$ cat src/rtl/par_port_dual.sv
module par_port_dual #(
  parameter int W        = 8,
  parameter int AW       = 4,
  parameter int CTRL_OFS = 12
) (
  input  logic          clk,
  input  logic          rst_n,
  input  logic          sel_hi,
  input  logic          sel_lo_n,
  input  logic [AW-1:0] reg_addr,
  input  logic          rd_en,
  input  logic          wr_en,
  input  logic [W-1:0]  wdata,
  output logic [W-1:0]  rdata,
  output logic          rdata_oe,
  input  logic [W-1:0]  pa_pin_i,
  output logic [W-1:0]  pa_pin_o,
  output logic [W-1:0]  pa_pin_oe,
  input  logic [W-1:0]  pb_pin_i,
  output logic [W-1:0]  pb_pin_o,
  output logic [W-1:0]  pb_pin_oe
);
  localparam logic [AW-1:0] OFS_BDAT = AW'(0);
  localparam logic [AW-1:0] OFS_ADAT = AW'(1);
  localparam logic [AW-1:0] OFS_BDIR = AW'(2);
  localparam logic [AW-1:0] OFS_ADIR = AW'(3);
  localparam logic [AW-1:0] OFS_CTRL = AW'(CTRL_OFS);

  logic [W-1:0] a_dat, b_dat, a_dir, b_dir, ctl;
  logic [W-1:0] a_s1, a_s2, b_s1, b_s2;

  wire chip_on = sel_hi & ~sel_lo_n;
  wire wr_go   = chip_on & wr_en;

  always_ff @(posedge clk or negedge rst_n) begin
    if (!rst_n) begin
      a_dat <= '0;
      b_dat <= '0;
      a_dir <= '0;
      b_dir <= '0;
      ctl   <= '0;
    end else if (wr_go) begin
      case (reg_addr)
        OFS_BDAT: b_dat <= wdata;
        OFS_ADAT: a_dat <= wdata;
        OFS_BDIR: b_dir <= wdata;
        OFS_ADIR: a_dir <= wdata;
        OFS_CTRL: ctl   <= wdata;
        default: ;
      endcase
    end
  end

  always_ff @(posedge clk or negedge rst_n) begin
    if (!rst_n) begin
      a_s1 <= '0;
      a_s2 <= '0;
      b_s1 <= '0;
      b_s2 <= '0;
    end else begin
      a_s1 <= pa_pin_i;
      a_s2 <= a_s1;
      b_s1 <= pb_pin_i;
      b_s2 <= b_s1;
    end
  end

  assign pa_pin_o  = a_dat;
  assign pa_pin_oe = a_dir;
  assign pb_pin_o  = b_dat;
  assign pb_pin_oe = b_dir;
  assign rdata_oe  = chip_on & rd_en;

  always_comb begin
    rdata = '0;
    if (rdata_oe) begin
      case (reg_addr)
        OFS_BDAT: rdata = (b_dat & b_dir) | (b_s2 & ~b_dir);
        OFS_ADAT: rdata = (a_dat & a_dir) | (a_s2 & ~a_dir);
        OFS_BDIR: rdata = b_dir;
        OFS_ADIR: rdata = a_dir;
        OFS_CTRL: rdata = ctl;
        default:  rdata = '0;
      endcase
    end
  end

  a_r1_no_drive_unselected: assert property (@(posedge clk) disable iff (!rst_n)
    !(sel_hi && !sel_lo_n) |-> !rdata_oe);

  a_r1_write_ignored: assert property (@(posedge clk) disable iff (!rst_n)
    (wr_en && !(sel_hi && !sel_lo_n)) |=>
      ($stable(pa_pin_o) && $stable(pa_pin_oe) && $stable(pb_pin_o) && $stable(pb_pin_oe)));

  a_r2_adat_write: assert property (@(posedge clk) disable iff (!rst_n)
    (wr_en && sel_hi && !sel_lo_n && reg_addr == OFS_ADAT) |=> pa_pin_o == $past(wdata));

  a_r2_bdat_write: assert property (@(posedge clk) disable iff (!rst_n)
    (wr_en && sel_hi && !sel_lo_n && reg_addr == OFS_BDAT) |=> pb_pin_o == $past(wdata));

  a_r3_adir_write: assert property (@(posedge clk) disable iff (!rst_n)
    (wr_en && sel_hi && !sel_lo_n && reg_addr == OFS_ADIR) |=> pa_pin_oe == $past(wdata));

  a_r3_bdir_write: assert property (@(posedge clk) disable iff (!rst_n)
    (wr_en && sel_hi && !sel_lo_n && reg_addr == OFS_BDIR) |=> pb_pin_oe == $past(wdata));

  a_r8_reset_inputs: assert property (@(posedge clk)
    !rst_n |-> (pa_pin_oe == '0 && pb_pin_oe == '0 && pa_pin_o == '0 && pb_pin_o == '0));

  a_r9_quiet_bus: assert property (@(posedge clk) disable iff (!rst_n)
    !rdata_oe |-> rdata == '0);
endmodule

$ cat config.mk
export PLATFORM = sky130hd
export DESIGN_NAME = par_port_dual
export DESIGN_NICKNAME = d
export VERILOG_FILES = /design/src/rtl/par_port_dual.sv
export SDC_FILE = /design/constraint.sdc
export NUM_CORES = 1
export LEC_CHECK = 0
export BUFFER_PORTS_ARGS = -buffer_cell sky130_fd_sc_hd__buf_4
export CORE_MARGIN = 2
export CORE_UTILIZATION = 40
export DETAILED_ROUTE_END_ITERATION = 8
export GPL_ROUTABILITY_DRIVEN = 0
export MAX_ROUTING_LAYER = met4
export SETUP_SLACK_MARGIN = 0.02
export SYNTH_ARGS = -nofsm -noshare
export SYNTH_HDL_FRONTEND = slang
export SYNTH_SLANG_ARGS = --single-unit
$ cat constraint.sdc
create_clock -name clk -period 2.7 [get_ports clk]
set_input_delay 0.81 -clock clk [delete_from_list [all_inputs] [get_ports clk]]
set_output_delay 0.81 -clock clk [all_outputs]
set_load 0.01 [all_outputs]
==> flow_summary.html, run 1 <==
<table>
<tr><th>Metric</th><th>Value</th></tr>
<tr><th colspan="2">Floorplan</th></tr>
<tr><td>Placeable Area</td><td>between 7000 and 8000 um2</td></tr>
<tr><td>Std-Cell Rows</td><td>31</td></tr>
<tr><td>Chip width</td><td>89.37 um</td></tr>
<tr><td>Starting density of the core</td><td>0.4085</td></tr>
<tr><td>Die H</td><td>around 89 um</td></tr>
<tr><td>Ports</td><td>75</td></tr>
<tr><td>Die footprint</td><td>around 8000 um2</td></tr>
<tr><th colspan="2">Yosys</th></tr>
<tr><td>Ranking of synthesized cells by area</td><td>sky130_fd_sc_hd__dfrtp_1, sky130_fd_sc_hd__mux2_2, sky130_fd_sc_hd__mux2_4</td></tr>
<tr><td>Fraction of registers with async set/reset</td><td>1.000</td></tr>
<tr><td>Combined area of all synthesized cells</td><td>between 2000 and 3000 um2</td></tr>
<tr><td>Leading area contributor after synthesis</td><td>sky130_fd_sc_hd__dfrtp_1</td></tr>
<tr><td>Main synth FF type</td><td>sky130_fd_sc_hd__dfrtp_1</td></tr>
<tr><td>Leading cell types by count after synthesis</td><td>sky130_fd_sc_hd__dfrtp_1, sky130_fd_sc_hd__mux2_2, sky130_fd_sc_hd__mux2_4</td></tr>
<tr><td>Mean cell area of the mapped netlist</td><td>~16 um2</td></tr>
<tr><td>Share of the synthesized area in the top cell type</td><td>0.6180</td></tr>
<tr><td>Most frequent cell after synthesis</td><td>sky130_fd_sc_hd__dfrtp_1</td></tr>
<tr><td>Unique masters post-synth</td><td>26</td></tr>
<tr><td>Cells after synthesis</td><td>180</td></tr>
<tr><td>Sequential share of the synthesized area</td><td>0.6180</td></tr>
<tr><td>Syn Nets</td><td>around 210</td></tr>
<tr><td>Number of enable-type register cells in the synthesized netlist</td><td>0</td></tr>
<tr><td>Warnings, synthesis</td><td>0</td></tr>
<tr><td>FF+latch count, synth</td><td>between 70 and 80</td></tr>
<tr><th colspan="2">Power and ir drop</th></tr>
<tr><td>Total power density per cell area</td><td>between 600 and 700 nW/um2</td></tr>
<tr><td>Static leakage</td><td>1.935 nW</td></tr>
<tr><td>Design Power</td><td>between 2 and 3 mW</td></tr>
<tr><td>Worst IR drop on VDD</td><td>between 0.3 and 0.4 mV</td></tr>
<tr><th colspan="2">Run status</th></tr>
<tr><td>Run status</td><td>complete, but fails checks</td></tr>
<tr><td>Violations in the final reports</td><td>negative setup slack</td></tr>
<tr><th colspan="2">Global routing</th></tr>
<tr><td>Vias in the first global route</td><td>between 1,500 and 2,000</td></tr>
<tr><td>Total GRT Usage</td><td>0.1943</td></tr>
<tr><td>Maximum number of pins on one net before global-route repair</td><td>40</td></tr>
<tr><td>Global route total overflow</td><td>0</td></tr>
<tr><td>Number of antenna violations at the first check in global routing</td><td>0</td></tr>
<tr><td>First-pass GRT wire length</td><td>10.85 mm</td></tr>
<tr><th colspan="2">Critical path</th></tr>
<tr><td>Crit path required time</td><td>about 1900 ps</td></tr>
<tr><td>CP cell instances</td><td>buf_12 &gt; and4bb_2 &gt; buf_6 &gt; a222oi_1 &gt; a21oi_2 &gt; buf_4</td></tr>
<tr><td>Top Family by Delay on Critical Path</td><td>compound AO/OA/AOI/OAI gates</td></tr>
<tr><td>Top fanout value on the critical path</td><td>4</td></tr>
<tr><td>Library cell contributing the largest single delay on the critical path</td><td>sky130_fd_sc_hd__a222oi_1</td></tr>
<tr><td>Type of element launching the critical path</td><td>input pin</td></tr>
<tr><td>Worst Path Buf+Inv</td><td>3</td></tr>
<tr><td>Worst path max stage delay</td><td>around 380 ps</td></tr>
<tr><td>Type of destination of the critical path</td><td>primary output</td></tr>
<tr><td>Crit Path Category</td><td>in -&gt; out</td></tr>
<tr><td>Minimum setup slack among reg-to-reg paths</td><td>around 1900 ps</td></tr>
<tr><td>Data arrival time at the worst-slack endpoint</td><td>between 1500 and 2000 ps</td></tr>
<tr><th colspan="2">Routing</th></tr>
<tr><td>Top layer in use</td><td>met4</td></tr>
<tr><td>Number of detailed-route iterations in the first pass</td><td>7</td></tr>
<tr><td>Number of DRC violations after detailed-routing iteration 0</td><td>80</td></tr>
<tr><td>Routed vias/inst</td><td>around 5</td></tr>
<tr><td>Per-cell routed wire length</td><td>17.57 um</td></tr>
<tr><td>M1 wire length</td><td>about 3.1 mm</td></tr>
<tr><td>Detailed Route WL</td><td>between 6 and 7 mm</td></tr>
<tr><td>Remaining antenna violation count after routing</td><td>0</td></tr>
<tr><td>Routed wl met2</td><td>roughly 3.2 mm</td></tr>
<tr><td>Met3 routed wirelength</td><td>roughly 340 um</td></tr>
<tr><td>Routed vias</td><td>just under 2,000</td></tr>
<tr><td>Post-route DRC violation count</td><td>0</td></tr>
<tr><th colspan="2">Timing</th></tr>
<tr><td>Worst Clk Skew</td><td>5.468 ps</td></tr>
<tr><td>Worst hold slack</td><td>roughly 350 ps</td></tr>
<tr><td>Hold Vio Cnt, Final</td><td>0</td></tr>
<tr><td>Setup repair after global routing missed its margin</td><td>true</td></tr>
<tr><td>Setup Viol. Count Final</td><td>5</td></tr>
<tr><td>Max Slew Vio Count</td><td>0</td></tr>
<tr><td>Sum of negative setup slack</td><td>-226.5 ps</td></tr>
<tr><td>Final WS setup</td><td>-64.64 ps</td></tr>
<tr><td>Part of the cycle the worst path needs</td><td>1.024</td></tr>
<tr><td>Final worst path period need</td><td>between 2000 and 3000 ps</td></tr>
<tr><td>Maximum operating frequency</td><td>between 300 and 400 MHz</td></tr>
<tr><td>Headroom to the max-slew limit</td><td>0.6528</td></tr>
<tr><td>Slew @ Worst Pin</td><td>between 500 and 600 ps</td></tr>
<tr><th colspan="2">Flow run</th></tr>
<tr><td>Number of max-cap violations</td><td>0</td></tr>
<tr><th colspan="2">Clocking</th></tr>
<tr><td>Hold Buf Count CTS</td><td>0</td></tr>
<tr><td>Clock latency reported for the late side of the worst-skew pair</td><td>340 ps</td></tr>
<tr><td>Clock edge transition at the registers on the reported setup and hold paths</td><td>roughly 70 ps</td></tr>
<tr><td>Post-CTS setup-driven buffer insertion count</td><td>0</td></tr>
<tr><td>H-tree levels</td><td>3</td></tr>
<tr><td>CTS buffer count</td><td>9</td></tr>
<tr><td>TritonCTS clock tree</td><td>yes</td></tr>
<tr><td>Number of clock sinks seen by CTS</td><td>72</td></tr>
<tr><td>CTS max path bufs</td><td>2</td></tr>
<tr><td>Root buffer selected by CTS</td><td>sky130_fd_sc_hd__clkbuf_8</td></tr>
<tr><th colspan="2">Cells and area</th></tr>
<tr><td>Final-stage net count</td><td>~320</td></tr>
<tr><td>Post-layout utilization of the core</td><td>0.5638</td></tr>
<tr><td>Layout Cell Area excl Fill</td><td>about 4000 um2</td></tr>
<tr><td>Share of final-layout standard cells stronger than drive strength 1</td><td>0.6481</td></tr>
<tr><td>Area added between synthesis and finish</td><td>38.03%</td></tr>
<tr><td>Antenna cell count</td><td>0</td></tr>
<tr><th colspan="2">Hold path</th></tr>
<tr><td>Worst min-delay path class</td><td>reg -&gt; reg</td></tr>
<tr><th colspan="2">Place</th></tr>
<tr><td>Number of buffer cells added on primary ports</td><td>74</td></tr>
<tr><td>Detail Placement HPWL</td><td>roughly 4.8 mm</td></tr>
<tr><td>Dpl cell area</td><td>3765 um2</td></tr>
</table>
-- through the flow --
stage	setup slack (ps)	instances
4_1_cts	-43.04	386
6_report	-64.64	386
2_1_floorplan	240.8	180
3_5_place_dp	-78.92	370
3_3_place_gp	-57.38	370
5_1_grt	-141.1	386
-- kinds of logic (layout without fill, tap and decap cells) --
| kind of cell | Yosys count | in the layout | share of synthesized area |
|---|---|---|---|
| compound gates | 19 | 19 | 0.04678 |
| buf+inv | 5 | 112 | 0.01545 |
| flops | 72 | 72 | 0.6180 |
| mux | 62 | 62 | 0.2498 |
| simple gates | 22 | 22 | 0.06996 |
-- path summary, 6_finish.rpt --
check	start	end	cells after the start
max in group asynchronous	rst_n	pb_pin_o[0]	2
setup reg to reg	pb_pin_oe[5]	pb_pin_oe[5]	1
setup / recovery	reg_addr[0]	rdata[6]	6
min in group asynchronous	rst_n	pa_pin_o[2]	1
hold reg to reg	a_s1[7]	a_s2[7]	0
hold / removal	a_s1[7]	a_s2[7]	0
-- per-layer routing --
| layer | global-route usage | vias up |
|---|---|---|
| li1 | - | 878 |
| met3 | 0.06279 | 11 |
| met2 | 0.2848 | 59 |
| met1 | 0.2608 | 992 |
| met5 | - | - |
| met4 | 0.05427 | 0 |
-- where the power goes --
group / internal [mW] / switching, mW
clock: 0.430 / 0.405
combinational: 0.253 / 0.156
sequential: 1.18 / 0.0769
total: 1.86 / 0.639
-- layout by cell type, fill, tap and decap left out, types with 2 or more instances in the layout --
| cell | synthesis | layout |
|---|---|---|
| sky130_fd_sc_hd__mux2_4 | 8 | 8 |
| sky130_fd_sc_hd__and3_1 | 2 | 2 |
| sky130_fd_sc_hd__a21oi_2 | 0 | 4 |
| sky130_fd_sc_hd__nand2_1 | 7 | 7 |
| sky130_fd_sc_hd__buf_4 | 3 | 84 |
| sky130_fd_sc_hd__dfrtp_1 | 72 | 72 |
| sky130_fd_sc_hd__a21oi_1 | 7 | 3 |
| sky130_fd_sc_hd__clkbuf_8 | 0 | 9 |
| sky130_fd_sc_hd__a222oi_1 | 7 | 7 |
| sky130_fd_sc_hd__buf_6 | 2 | 7 |
| sky130_fd_sc_hd__mux2_2 | 54 | 54 |
| sky130_fd_sc_hd__buf_12 | 0 | 5 |
| sky130_fd_sc_hd__clkinvlp_4 | 0 | 2 |
-- state kept, by name, summed over array words and instances (netlist names) --
name,cells
a_s1,8
a_s2,8
b_s1,8
b_s2,8
ctl,8
pa_pin_o,8
pa_pin_oe,8
pb_pin_o,8
pb_pin_oe,8
-- final cells by class --
class	count	area [um2]
Clock buffer	10	127.6
Clock inverter	6	67.56
Fill cell	632	3113
Multi-Input combinational cell	103	1094
Sequential cell	72	1802
Tap cell	99	123.9
Timing Repair Buffer	96	809.5
-- what timing repair did --
item	in CTS	in global routing
endpoints found under the setup margin	8	8
hold endpoints to repair	0	0
resized for setup	15	2
pin swaps	14	6
(Power assumes the default switching activity.)
==> inputs of run 2 (changes only) <==
CORE_UTILIZATION = 56   (was 40)
PLACE_DENSITY = 0.84   (was default)
SETUP_SLACK_MARGIN = 0.2   (was 0.02)
clock period = 3.6 ns   (was 2.7 ns; I/O delays follow)
==> flow_summary.html, run 2 (same netlist as run 1, synthesis figures left out) <==
<table>
<tr><th>Metric</th><th>Value</th></tr>
<tr><th colspan="2">Global routing</th></tr>
<tr><td>Vias in the first global route</td><td>2,012 (was 1,996)</td></tr>
<tr><td>Total GRT Usage</td><td>0.2345 (was 0.1943)</td></tr>
<tr><td>First-pass GRT wire length</td><td>10.07 mm (was 10.85 mm)</td></tr>
<tr><td>Number of antenna violations at the first check in global routing</td><td>0 (unchanged)</td></tr>
<tr><td>Global route total overflow</td><td>0 (unchanged)</td></tr>
<tr><td>Maximum number of pins on one net before global-route repair</td><td>73 (was 40)</td></tr>
<tr><th colspan="2">Power and ir drop</th></tr>
<tr><td>Design Power</td><td>1.745 mW (was 2.503 mW)</td></tr>
<tr><td>Static leakage</td><td>1.832 nW (was 1.935 nW)</td></tr>
<tr><td>Total power density per cell area</td><td>464.7 nW/um2 (was 622.0 nW/um2)</td></tr>
<tr><td>Worst IR drop on VDD</td><td>0.3243 mV (was 0.3042 mV)</td></tr>
<tr><th colspan="2">Critical path</th></tr>
<tr><td>Type of element launching the critical path</td><td>input pin (unchanged)</td></tr>
<tr><td>Top fanout value on the critical path</td><td>6 (was 4)</td></tr>
<tr><td>Crit Path Category</td><td>in -&gt; out (unchanged)</td></tr>
<tr><td>Type of destination of the critical path</td><td>primary output (unchanged)</td></tr>
<tr><td>Crit path required time</td><td>2520 ps (was 1890 ps)</td></tr>
<tr><td>Data arrival time at the worst-slack endpoint</td><td>2270 ps (was 1950 ps)</td></tr>
<tr><th colspan="2">Timing</th></tr>
<tr><td>Hold Vio Cnt, Final</td><td>0 (unchanged)</td></tr>
<tr><td>Final worst path period need</td><td>3349 ps</td></tr>
<tr><td>Slew @ Worst Pin</td><td>868.3 ps (was 520.8 ps)</td></tr>
<tr><td>Worst Clk Skew</td><td>3.933 ps (was 5.468 ps)</td></tr>
<tr><td>Part of the cycle the worst path needs</td><td>0.9304</td></tr>
<tr><td>Sum of negative setup slack</td><td>0 ps (was -226.5 ps)</td></tr>
<tr><td>Max Slew Vio Count</td><td>0 (unchanged)</td></tr>
<tr><td>Setup repair after global routing missed its margin</td><td>false (was true)</td></tr>
<tr><td>Maximum operating frequency</td><td>between 200 and 300 MHz</td></tr>
<tr><td>Headroom to the max-slew limit</td><td>0.4211 (was 0.6528)</td></tr>
<tr><td>Setup Viol. Count Final</td><td>0 (was 5)</td></tr>
<tr><th colspan="2">Cells and area</th></tr>
<tr><td>Final-stage net count</td><td>301 (was 316)</td></tr>
<tr><td>Area added between synthesis and finish</td><td>28.80% (was 38.03%)</td></tr>
<tr><td>Share of final-layout standard cells stronger than drive strength 1</td><td>0.6089 (was 0.6481)</td></tr>
<tr><td>Leading cell types in the layout, fill and taps excluded</td><td>sky130_fd_sc_hd__buf_4, sky130_fd_sc_hd__dfrtp_1, sky130_fd_sc_hd__mux2_2 (unchanged)</td></tr>
<tr><td>Most common cell after layout, fill and taps aside</td><td>sky130_fd_sc_hd__buf_4 (unchanged)</td></tr>
<tr><td>Antenna cell count</td><td>0 (unchanged)</td></tr>
<tr><th colspan="2">Routing</th></tr>
<tr><td>Number of DRC violations after detailed-routing iteration 0</td><td>122 (was 80)</td></tr>
<tr><td>Per-cell routed wire length</td><td>18.27 um (was 17.57 um)</td></tr>
<tr><td>Post-route DRC violation count</td><td>0 (unchanged)</td></tr>
<tr><td>Number of detailed-route iterations in the first pass</td><td>4 (was 7)</td></tr>
<tr><td>Routed vias/inst</td><td>5.610 (was 5.026)</td></tr>
<tr><td>Routed vias</td><td>1,913 (was 1,940)</td></tr>
<tr><td>Remaining antenna violation count after routing</td><td>0 (unchanged)</td></tr>
<tr><td>Detailed Route WL</td><td>6.230 mm (was 6.783 mm)</td></tr>
<tr><th colspan="2">Clocking</th></tr>
<tr><td>CTS max path bufs</td><td>2 (unchanged)</td></tr>
<tr><td>H-tree levels</td><td>3 (unchanged)</td></tr>
<tr><td>Clock latency reported for the late side of the worst-skew pair</td><td>340 ps (about the same)</td></tr>
<tr><td>Clock edge transition at the registers on the reported setup and hold paths</td><td>70 ps (about the same)</td></tr>
<tr><td>Number of clock sinks seen by CTS</td><td>72 (unchanged)</td></tr>
<tr><td>Hold Buf Count CTS</td><td>0 (unchanged)</td></tr>
<tr><td>TritonCTS clock tree</td><td>yes (unchanged)</td></tr>
<tr><td>CTS buffer count</td><td>9 (unchanged)</td></tr>
<tr><td>Root buffer selected by CTS</td><td>sky130_fd_sc_hd__clkbuf_8 (unchanged)</td></tr>
<tr><th colspan="2">Place</th></tr>
<tr><td>Number of buffer cells added on primary ports</td><td>74 (unchanged)</td></tr>
<tr><td>Detail Placement HPWL</td><td>4.165 mm (was 4.785 mm)</td></tr>
<tr><th colspan="2">Floorplan</th></tr>
<tr><td>Die footprint</td><td>5799 um2 (was 7987 um2)</td></tr>
<tr><td>Placeable Area</td><td>5075 um2 (was 7137 um2)</td></tr>
<tr><td>Std-Cell Rows</td><td>26 (was 31)</td></tr>
<tr><td>Chip width</td><td>76.15 um (was 89.37 um)</td></tr>
<tr><td>Die H</td><td>76.15 um (was 89.37 um)</td></tr>
<tr><td>Starting density of the core</td><td>0.5745 (was 0.4085)</td></tr>
<tr><td>Ports</td><td>75 (unchanged)</td></tr>
<tr><th colspan="2">Run status</th></tr>
<tr><td>Run status</td><td>finished clean (was complete, but fails checks)</td></tr>
<tr><th colspan="2">Hold path</th></tr>
<tr><td>Worst min-delay path class</td><td>reg -&gt; reg (unchanged)</td></tr>
<tr><th colspan="2">Flow run</th></tr>
<tr><td>Number of max-cap violations</td><td>0 (unchanged)</td></tr>
</table>
run 2: path summary, 6_finish.rpt:
| path | from | endpoint | slack (ps) | cells past startpoint |
|---|---|---|---|---|
| setup / recovery | reg_addr[2] | rdata[6] | 250 | 6 |
| hold / removal | b_s1[7] | b_s2[7] | 340 | 0 |
| setup reg to reg | pb_pin_oe[1] | pb_pin_oe[1] | 2790 | 1 |
| hold reg to reg | b_s1[7] | b_s2[7] | 340 | 0 |
| max in group asynchronous | rst_n | b_s1[7] | 2180 | 1 |
| min in group asynchronous | rst_n | a_s1[3] | 850 | 1 |
run 2: cell type report:
type	count	area [um2]
sequential	72	1802
fill	369	1320
multi-input combinational	103	1080
timing repair buffer	81	633.1
clock buffer	10	127.6
tap	70	87.58
clock inverter	5	25.02
run 2: critical path, cell delays in order:
cell                       delay [ps]
sky130_fd_sc_hd__buf_6            120
sky130_fd_sc_hd__and4bb_2         260
sky130_fd_sc_hd__buf_2            170
sky130_fd_sc_hd__a222oi_1         360
sky130_fd_sc_hd__a21oi_1          120
sky130_fd_sc_hd__buf_4            160
run 2: stage by stage:
stage                     utilization  setup slack [ps]  instance area (um2)  hold slack [ps]  std cells
after floorplan                     -             600.8                 2915            331.2        180
after global placement         0.6997             42.70                 3551            331.5        324
after detailed placement       0.6997             40.60                 3551            335.5        324
after CTS                      0.7305             202.2                 3707            347.6        339
after global routing           0.7399             193.8                 3755            358.8        341
final                          0.7399             250.7                 3755            342.8        341
run 2: where the power goes:
part,internal (mW),switching [mW],total (mW)
clock network,0.240,0.271,0.511
logic,0.177,0.112,0.289
registers,0.887,0.0576,0.945
total,1.30,0.441,1.74
run 2: repair_timing:
item / 4_1_cts / 5_1_grt
cloned: 0 / 1
gates resized for setup: 1 / 9
hold endpoints to repair: 0 / 0
pin swaps: 1 / 3
endpoints found under the setup margin: 8 / 7
buffers inserted: 0 / 1
run 2: metal layers:
layer / global-route usage / vias to the layer above / wire length [um]
li1: - / 850 / -
met1: 0.3046 / 972 / 2657
met2: 0.3598 / 79 / 3095
met3: 0.04502 / 12 / 358
met4: 0.1145 / 0 / 119
met5: - / - / 0
==> inputs of run 3 (changes only) <==
clock period = 4.2 ns   (was 3.6 ns; I/O delays follow)
==> flow_summary.html, run 3 (same netlist as run 1, synthesis figures left out) <==
<table>
<tr><th>Metric</th><th>Value</th></tr>
<tr><th colspan="2">Cells and area</th></tr>
<tr><td>Area added between synthesis and finish</td><td>27.64% (was 28.80%)</td></tr>
<tr><td>Antenna cell count</td><td>0 (unchanged)</td></tr>
<tr><td>Leading cell types in the layout, fill and taps excluded</td><td>sky130_fd_sc_hd__buf_4, sky130_fd_sc_hd__dfrtp_1, sky130_fd_sc_hd__mux2_2 (unchanged)</td></tr>
<tr><td>Post-layout utilization of the core</td><td>0.7332 (was 0.7399)</td></tr>
<tr><td>Layout Cell Area excl Fill</td><td>3721 um2 (was 3755 um2)</td></tr>
<tr><td>Most common cell after layout, fill and taps aside</td><td>sky130_fd_sc_hd__buf_4 (unchanged)</td></tr>
<tr><td>Share of final-layout standard cells stronger than drive strength 1</td><td>0.6015 (was 0.6089)</td></tr>
<tr><td>Final-stage net count</td><td>295 (was 301)</td></tr>
<tr><th colspan="2">Clocking</th></tr>
<tr><td>Root buffer selected by CTS</td><td>sky130_fd_sc_hd__clkbuf_8 (unchanged)</td></tr>
<tr><td>H-tree levels</td><td>3 (unchanged)</td></tr>
<tr><td>Post-CTS setup-driven buffer insertion count</td><td>0 (unchanged)</td></tr>
<tr><td>Number of clock sinks seen by CTS</td><td>72 (unchanged)</td></tr>
<tr><td>TritonCTS clock tree</td><td>yes (unchanged)</td></tr>
<tr><td>Clock latency reported for the late side of the worst-skew pair</td><td>340 ps (about the same)</td></tr>
<tr><td>Clock edge transition at the registers on the reported setup and hold paths</td><td>70 ps (about the same)</td></tr>
<tr><td>CTS buffer count</td><td>9 (unchanged)</td></tr>
<tr><td>CTS max path bufs</td><td>2 (unchanged)</td></tr>
<tr><th colspan="2">Power and ir drop</th></tr>
<tr><td>Total power density per cell area</td><td>427.4 nW/um2 (was 464.7 nW/um2)</td></tr>
<tr><td>Design Power</td><td>1.590 mW (was 1.745 mW)</td></tr>
<tr><td>Clk pwr share</td><td>0.337 (was 0.293)</td></tr>
<tr><td>Internal power contribution</td><td>1.194 mW (was 1.304 mW)</td></tr>
<tr><td>Worst IR drop on VDD</td><td>0.3765 mV (was 0.3243 mV)</td></tr>
<tr><td>P_sw</td><td>0.3964 mW (was 0.4414 mW)</td></tr>
<tr><td>Switching portion of total power</td><td>0.2492 (was 0.2529)</td></tr>
<tr><td>Static leakage</td><td>1.813 nW (was 1.832 nW)</td></tr>
<tr><td>Gate power share</td><td>0.154 (was 0.166)</td></tr>
<tr><td>Reg power frac</td><td>0.509 (was 0.541)</td></tr>
<tr><th colspan="2">Routing</th></tr>
<tr><td>Detailed Route WL</td><td>6.167 mm (was 6.230 mm)</td></tr>
<tr><td>Remaining antenna violation count after routing</td><td>0 (unchanged)</td></tr>
<tr><td>Number of DRC violations after detailed-routing iteration 0</td><td>108 (was 122)</td></tr>
<tr><td>Routed vias</td><td>1,879 (was 1,913)</td></tr>
<tr><td>Per-cell routed wire length</td><td>18.35 um (was 18.27 um)</td></tr>
<tr><td>Routed vias/inst</td><td>5.592 (was 5.610)</td></tr>
<tr><td>Post-route DRC violation count</td><td>0 (unchanged)</td></tr>
<tr><td>Number of detailed-route iterations in the first pass</td><td>4 (unchanged)</td></tr>
<tr><th colspan="2">Timing</th></tr>
<tr><td>Hold Vio Cnt, Final</td><td>0 (unchanged)</td></tr>
<tr><td>Setup Viol. Count Final</td><td>0 (unchanged)</td></tr>
<tr><td>Final worst path period need</td><td>~3800 ps</td></tr>
<tr><td>Slew @ Worst Pin</td><td>873.1 ps (was 868.3 ps)</td></tr>
<tr><td>Maximum operating frequency</td><td>between 200 and 300 MHz</td></tr>
<tr><td>Part of the cycle the worst path needs</td><td>0.9166</td></tr>
<tr><td>Max Slew Vio Count</td><td>0 (unchanged)</td></tr>
<tr><td>Headroom to the max-slew limit</td><td>0.4180 (was 0.4211)</td></tr>
<tr><td>Worst Clk Skew</td><td>1.511 ps (was 3.933 ps)</td></tr>
<tr><td>Setup repair after global routing missed its margin</td><td>false (unchanged)</td></tr>
<tr><td>Sum of negative setup slack</td><td>0 ps (unchanged)</td></tr>
<tr><td>Worst hold slack</td><td>350.1 ps (was 342.8 ps)</td></tr>
<tr><th colspan="2">Critical path</th></tr>
<tr><td>Type of destination of the critical path</td><td>primary output (unchanged)</td></tr>
<tr><td>Crit path required time</td><td>2940 ps (was 2520 ps)</td></tr>
<tr><td>Worst reg2reg path startpoint</td><td>pb_pin_oe[5] (was pb_pin_oe[1])</td></tr>
<tr><td>Crit Path Category</td><td>in -&gt; out (unchanged)</td></tr>
<tr><td>Top fanout value on the critical path</td><td>13 (was 6)</td></tr>
<tr><td>Minimum setup slack among reg-to-reg paths</td><td>3380 ps (was 2790 ps)</td></tr>
<tr><td>R2R Path End</td><td>pb_pin_oe[5] (was pb_pin_oe[1])</td></tr>
<tr><td>Reg2Reg Depth</td><td>1 (unchanged)</td></tr>
<tr><td>Type of element launching the critical path</td><td>input pin (unchanged)</td></tr>
<tr><td>Data arrival time at the worst-slack endpoint</td><td>2590 ps (was 2270 ps)</td></tr>
<tr><th colspan="2">Place</th></tr>
<tr><td>Dpl cell area</td><td>3521 um2 (was 3551 um2)</td></tr>
<tr><td>Detail Placement HPWL</td><td>4.112 mm (was 4.165 mm)</td></tr>
<tr><td>Number of buffer cells added on primary ports</td><td>74 (unchanged)</td></tr>
<tr><th colspan="2">Floorplan</th></tr>
<tr><td>Starting density of the core</td><td>0.5745 (unchanged)</td></tr>
<tr><td>Die footprint</td><td>5799 um2 (unchanged)</td></tr>
<tr><td>Chip width</td><td>76.15 um (unchanged)</td></tr>
<tr><td>Ports</td><td>75 (unchanged)</td></tr>
<tr><td>Std-Cell Rows</td><td>26 (unchanged)</td></tr>
<tr><td>Die H</td><td>76.15 um (unchanged)</td></tr>
<tr><td>Placeable Area</td><td>5075 um2 (unchanged)</td></tr>
<tr><th colspan="2">Hold path</th></tr>
<tr><td>Worst min-delay path class</td><td>reg -&gt; reg (unchanged)</td></tr>
<tr><td>Hold worst-path end</td><td>b_s2[0] (was b_s2[7])</td></tr>
<tr><td>Worst hold path startpoint</td><td>b_s1[0] (was b_s1[7])</td></tr>
<tr><td>Hold Path Depth</td><td>0 (unchanged)</td></tr>
<tr><th colspan="2">Global routing</th></tr>
<tr><td>Most Used Layer, Global Route</td><td>met2 (unchanged)</td></tr>
<tr><td>Vias in the first global route</td><td>1,955 (was 2,012)</td></tr>
<tr><td>Global route total overflow</td><td>0 (unchanged)</td></tr>
<tr><td>Number of antenna violations at the first check in global routing</td><td>0 (unchanged)</td></tr>
<tr><td>First-pass GRT wire length</td><td>10.23 mm (was 10.07 mm)</td></tr>
<tr><td>Grt met1 use</td><td>0.2998 (was 0.3046)</td></tr>
<tr><td>M3 GR Usage</td><td>0.04028 (was 0.04502)</td></tr>
<tr><td>Met2 Usage GRT</td><td>0.3848 (was 0.3598)</td></tr>
<tr><td>Maximum number of pins on one net before global-route repair</td><td>73 (unchanged)</td></tr>
<tr><td>Total GRT Usage</td><td>0.2375 (was 0.2345)</td></tr>
<tr><th colspan="2">Flow run</th></tr>
<tr><td>Number of max-cap violations</td><td>0 (unchanged)</td></tr>
<tr><th colspan="2">Run status</th></tr>
<tr><td>Run status</td><td>finished clean (unchanged)</td></tr>
</table>
run 3: worst max-delay path, cell delays in order:
cell and delay [ps]:
sky130_fd_sc_hd__buf_4 190, sky130_fd_sc_hd__and4bb_1 240, sky130_fd_sc_hd__buf_4 180, sky130_fd_sc_hd__a222oi_1 390, sky130_fd_sc_hd__a21oi_1 140, sky130_fd_sc_hd__buf_4 170
run 3: worst max path at each step:
stage	from	slack (ps)	endpoint
global placement	reg_addr[0]	280	rdata[7]
CTS	reg_addr[0]	280	rdata[1]
floorplan	reg_addr[0]	840	rdata[6]
detailed placement	reg_addr[0]	300	rdata[1]
global route	reg_addr[0]	270	rdata[7]
finish	reg_addr[0]	350	rdata[7]
run 3: routing by layer:
metal	up-vias	part of all wire
li1	835	-
met1	974	0.42
met2	60	0.51
met3	10	0.044
met4	0	0.019
met5	-	0
run 3: what timing repair did:
action,CTS,global route
resized for setup,0,1
setup endpoints to repair,0,3
hold buffers,0,0
run 3: power groups by stage:
stage / registers (mW) / clock network, mW / logic, mW
after global routing: 0.820 / 0.576 / 0.262
final: 0.810 / 0.535 / 0.245
after CTS: 0.810 / 0.546 / 0.249
after global placement: 0.819 / 0 / 0.238
after detailed placement: 0.823 / 0 / 0.247
after floorplan: 0.829 / 0 / 0.0998
run 3: area by class of cell:
type | count | area (um2)
flip-flops and latches | 72 | 1802
multi-input cells | 103 | 1072
clock inverters | 6 | 58.81
clock buffers | 10 | 137.6
fillers | 369 | 1354
well taps | 70 | 87.58
repair buffers | 75 | 563.0
run 3: metrics by stage:
step | setup WS, ps | std cells
CTS | 278.8 | 336
global placement | 275.6 | 320
floorplan | 840.8 | 180
global route | 269.3 | 336
finish | 350.3 | 336
detailed placement | 300.3 | 320
